## config.mk

```make
export PLATFORM = sky130hd
export DESIGN_NAME = tmr_rate_check
export DESIGN_NICKNAME = d
export VERILOG_FILES = /design/src/rtl/tmr_rate_check.sv
export SDC_FILE = /design/constraint.sdc
export NUM_CORES = 1
export LEC_CHECK = 0
export ABC_AREA = 1
export BUFFER_PORTS_ARGS = -buffer_cell sky130_fd_sc_hd__buf_2
export CAP_MARGIN = 10
export CORE_MARGIN = 2
export CORE_UTILIZATION = 45
export DETAILED_ROUTE_END_ITERATION = 7
export GPL_ROUTABILITY_DRIVEN = 0
export PLACE_DENSITY = 0.66
export SLEW_MARGIN = 20
export SYNTH_ARGS = -nofsm -noshare
export SYNTH_HDL_FRONTEND = slang
export SYNTH_SLANG_ARGS = --single-unit
```

## constraint.sdc

```tcl
create_clock -name clk -period 2.1 [get_ports clk]
set_input_delay 0.525 -clock clk [delete_from_list [all_inputs] [get_ports clk]]
set_output_delay 0.525 -clock clk [all_outputs]
set_load 0.01 [all_outputs]
```

## src/rtl/tmr_rate_check.sv

```systemverilog
module tmr_rate_check #(
  parameter int NT        = 3,
  parameter int PHASE_CYC = 16,
  parameter int REF_STEP  = 2,
  parameter int WIN_LO    = 95,
  parameter int WIN_HI    = 104,
  parameter int WDOG      = 4096,
  parameter int ERR_LSB   = 5,
  parameter int EW        = 8
) (
  input  logic          clk,
  input  logic          rst_n,
  input  logic          start,
  input  logic [NT-1:0] tmr_exp,
  output logic [NT-1:0] tmr_en,
  output logic          done,
  output logic [EW-1:0] err
);
  localparam int PW = $clog2(PHASE_CYC);
  localparam int WW = $clog2(WDOG);
  localparam int RW = $clog2(WDOG / PHASE_CYC * REF_STEP + 1) + 1;
  localparam int IW = $clog2(NT + 1);

  logic          busy;
  logic [IW-1:0] idx;
  logic [PW-1:0] phase;
  logic [RW-1:0] ref_cnt;
  logic [WW-1:0] wd;

  wire hit     = tmr_exp[idx];
  wire timeout = (wd == WW'(WDOG - 1));
  wire finish  = busy && (hit || timeout);
  wire in_win  = (ref_cnt >= RW'(WIN_LO)) && (ref_cnt <= RW'(WIN_HI));
  wire last    = (idx == IW'(NT - 1));

  assign tmr_en = busy ? (NT'(1) << idx) : '0;

  always_ff @(posedge clk) begin
    if (!rst_n) begin
      busy    <= 1'b0;
      idx     <= '0;
      phase   <= '0;
      ref_cnt <= '0;
      wd      <= '0;
      done    <= 1'b0;
      err     <= '0;
    end else if (!busy) begin
      if (start) begin
        busy    <= 1'b1;
        idx     <= '0;
        phase   <= '0;
        ref_cnt <= '0;
        wd      <= '0;
        done    <= 1'b0;
        err     <= '0;
      end
    end else if (finish) begin
      if (!hit || !in_win) err <= err | (EW'(1) << (ERR_LSB + int'(idx)));
      phase   <= '0;
      ref_cnt <= '0;
      wd      <= '0;
      if (last) begin
        busy <= 1'b0;
        done <= 1'b1;
      end else begin
        idx <= idx + 1'b1;
      end
    end else begin
      wd <= wd + 1'b1;
      if (phase == PW'(PHASE_CYC - 1)) begin
        phase   <= '0;
        ref_cnt <= ref_cnt + RW'(REF_STEP);
      end else begin
        phase <= phase + 1'b1;
      end
    end
  end

  AST_EN_ONEHOT: assert property (@(posedge clk) disable iff (!rst_n)
    $onehot0(tmr_en));
  AST_EN_ORDER: assert property (@(posedge clk) disable iff (!rst_n)
    ($past(tmr_en) != '0 && tmr_en != '0 && tmr_en != $past(tmr_en))
      |-> (tmr_en == ($past(tmr_en) << 1)));
  AST_EXP_STOPS: assert property (@(posedge clk) disable iff (!rst_n)
    (|(tmr_en & tmr_exp)) |=> ((tmr_en & $past(tmr_en)) == '0));
  AST_REF_STEP: assert property (@(posedge clk) disable iff (!rst_n)
    (ref_cnt != $past(ref_cnt))
      |-> (ref_cnt == $past(ref_cnt) + RW'(REF_STEP) || ref_cnt == '0));
  AST_DONE_IDLE: assert property (@(posedge clk) disable iff (!rst_n)
    done |-> (tmr_en == '0));
  AST_HOLD_IDLE: assert property (@(posedge clk) disable iff (!rst_n)
    (tmr_en == '0 && !start) |=> ($stable(err) && $stable(done)));
endmodule

```

==> flow_summary.ini <==
[global_route]
track_usage_pct = 17.4
grt_pass1_wl_um = 7090
grt_pass1_vias = 1619
antenna_found_initial = 0
overflow = 0
grt_max_degree = 23

[critical_path]
worstPathMaxFanout = 8
required_ns = 1.57
cp_data_arrival_time_ns = 1.36
cp-end-kind = primary output
worstRegToRegCells = 8
cp-start-kind = flip-flop
path_class = reg2out

[logic_synthesis]
synth-xor-area-share_pct = 2.98
ys_seq_elements = 38
synthFlopType = dfxtp_1
synthArstFlopShare_pct = 0
synth_area_um2 = 2060
syn-num-nets = 316
synth_top_family_by_area = simple AND/OR/NAND/NOR gates
synth_edf_count = 0
syn_area_per_cell_um2 = 6.78
synthMuxAreaShare_pct = 0
yosys.area.top_type = dfxtp_1
synth_cells = 303
synthSimpleGateAreaFrac_pct = 42.0
ys_seq_area_share_pct = 37.0
ys_warn_count = 0
synth_fa_ha_area_share_pct = 4.26
yosysUniqueCellTypes = 28
synth_compound_area_share_pct = 6.33
ys_top_cells_by_area = dfxtp_1 (37%), nand2_1 (14%), nor2_1 (10%), nand3_1 (5.8%), inv_1 (5.5%)
synth_top_cell_area_share_pct = 37.0

[layout]
fin_nets = 338
design_area_um2 = 2340
final_util_pct = 53.4
area_delta_synth_final_pct = 13.9
stdcell_count = 378
drive_gt1_share_pct = 15.3
diodes = 0

[route]
drt_iter0_drc = 131
vias = 1887
antenna_left = 0
vias_per_cell = 4.99
wl_per_cell_um = 10.8
wl_um = 4100
drc = 0
drt-pass1-iter-count = 4

[pwr]
pwr-share-comb_pct = 14.2
total_power_mw = 1.79
switching_share_pct = 26.7
ir_worst_vdd_uv = 509
p_int_mw = 1.31
seq_power_share_pct = 43.4
p_leak_nw = 1.01
clock_power_share_pct = 42.4
netSwitchingPower_mw = 0.477
power_density_nw_per_um2 = 764

[timing]
rsz0062_at_grt = no
setup_tns_ns = 0
finalCritPeriodShare_pct = 89.6
fin_skew_ns = 0.00963
final-setup-viol-count = 0
slew_viol_final = 0
hold_viol_final = 0
hold_slack_ns = 0.428
layout_setup_ws_ns = 0.218
slew_headroom_pct = 79.9
fmax_mhz = 531
worst_pin_slew_ns = 0.299
final.min_clock_period_ns = 1.88

[place]
dpl_cell_area_um2 = 2200
dpl.hpwl_um = 3030
dp.cells = 370
portBuffers = 17
post-place-ws_ns = 0.511

[clock_network]
clockBufferDepth = 2
post_cts_buffers = 0
path_clk_slew_ns = 0.09
htree_levels = 2
cts_buffers = 5
insertion_delay_ns = 0.30
cts_resized = 0
cts_root_buffer = clkbuf_8
holdBufCountCts = 0
tritoncts = yes
clock-sinks = 38

[worst_hold_path]
hold_path.class = reg2reg
hold_path_depth = 2

[floorplanning]
dieWidth_um = 71.6
die_y_um = 71.6
dieArea_um2 = 5130
io_pins = 18
coreArea_um2 = 4380
fp-row-count = 24
start_util_pct = 46.9

[run]
maxCapViolCount = 0

[outcome]
outcome = finished clean
[per-layer routing]
| layer | routed length [um] | vias up | global-route usage [%] |
|---|---|---|---|
| met5 | 0 | - | 0 |
| met3 | 181 | 6 | 4.22 |
| met2 | 1790 | 36 | 25.8 |
| met1 | 2070 | 842 | 24.3 |
| met4 | 54 | 0 | 6.92 |
| li1 | - | 1003 | - |
[registers in the layout, indices dropped and copies added, names as in the netlist]
| register | flops |
|---|---|
| busy | 1 |
| idx | 2 |
| done | 1 |
| err | 8 |
| wd | 12 |
| phase | 4 |
| ref_cnt | 10 |
[synth_stat cells, drive strengths merged (2+ instances only)]
master / instances
o21ai: 8
nor3: 6
nand3: 30
nor2: 61
nand2: 81
a21oi: 15
clkbuf: 2
dfxtp: 38
buf: 3
inv: 34
xor2: 6
ha: 7
nand4: 7
[logic make-up after synthesis]
family,count (synthesis)
xor gates and xnor gates,7
adders and majority gates,7
AOI/OAI and AO/OA,25
DFF,38
buffers and inverters,39
and+or+nand+nor,187
[final timing paths]
kind | slack (ns) | endpoint | startpoint
hold reg to reg | 0.43 | err[0] | err[0]
setup reg to reg | 0.53 | ref_cnt[3] | wd[1]
setup / recovery | 0.22 | tmr_en[2] | idx[0]
hold / removal | 0.43 | err[0] | err[0]
[critical path, stage by stage, from the launching register on]
cell	delay (ns)
dfxtp_1	0.43
inv_2	0.12
ha_1	0.21
nand2_1	0.12
inv_1	0.05
buf_2	0.13
[power groups by stage]
stage / registers (mW) / clock network [mW] / logic, mW
floorplan: 0.790 / 0 / 0.194
global placement: 0.794 / 0 / 0.253
detailed placement: 0.795 / 0 / 0.254
CTS: 0.778 / 0.775 / 0.255
global route: 0.783 / 0.803 / 0.293
finish: 0.777 / 0.758 / 0.254
[final cells by class]
type	instances	area [um^2]
Clock buffer	5	68.8
Clock inverter	3	68.8
Fill cell	423	2040
Inverter	34	128
Multi-Input combinational cell	226	1140
Sequential cell	38	761
Tap cell	52	65.1
Timing Repair Buffer	20	108
[cell usage in the layout, fill, tap and decap left out, types with 3 or more instances in the layout]
cell type | netlist | routed
nand2_1 | 76 | 76
nor2_1 | 57 | 57
dfxtp_1 | 38 | 38
inv_1 | 30 | 30
nand3_1 | 24 | 24
buf_2 | 2 | 17
a21oi_1 | 15 | 15
nand4_1 | 7 | 7
ha_1 | 7 | 7
o21ai_0 | 6 | 6
xor2_1 | 6 | 6
clkbuf_8 | 0 | 5
inv_2 | 4 | 4
nand3_2 | 4 | 4
nor3_1 | 4 | 4
nand2_2 | 3 | 3
nor2_2 | 3 | 3
buf_4 | 1 | 3
No activity file was read; power rests on OpenSTA's default activity.
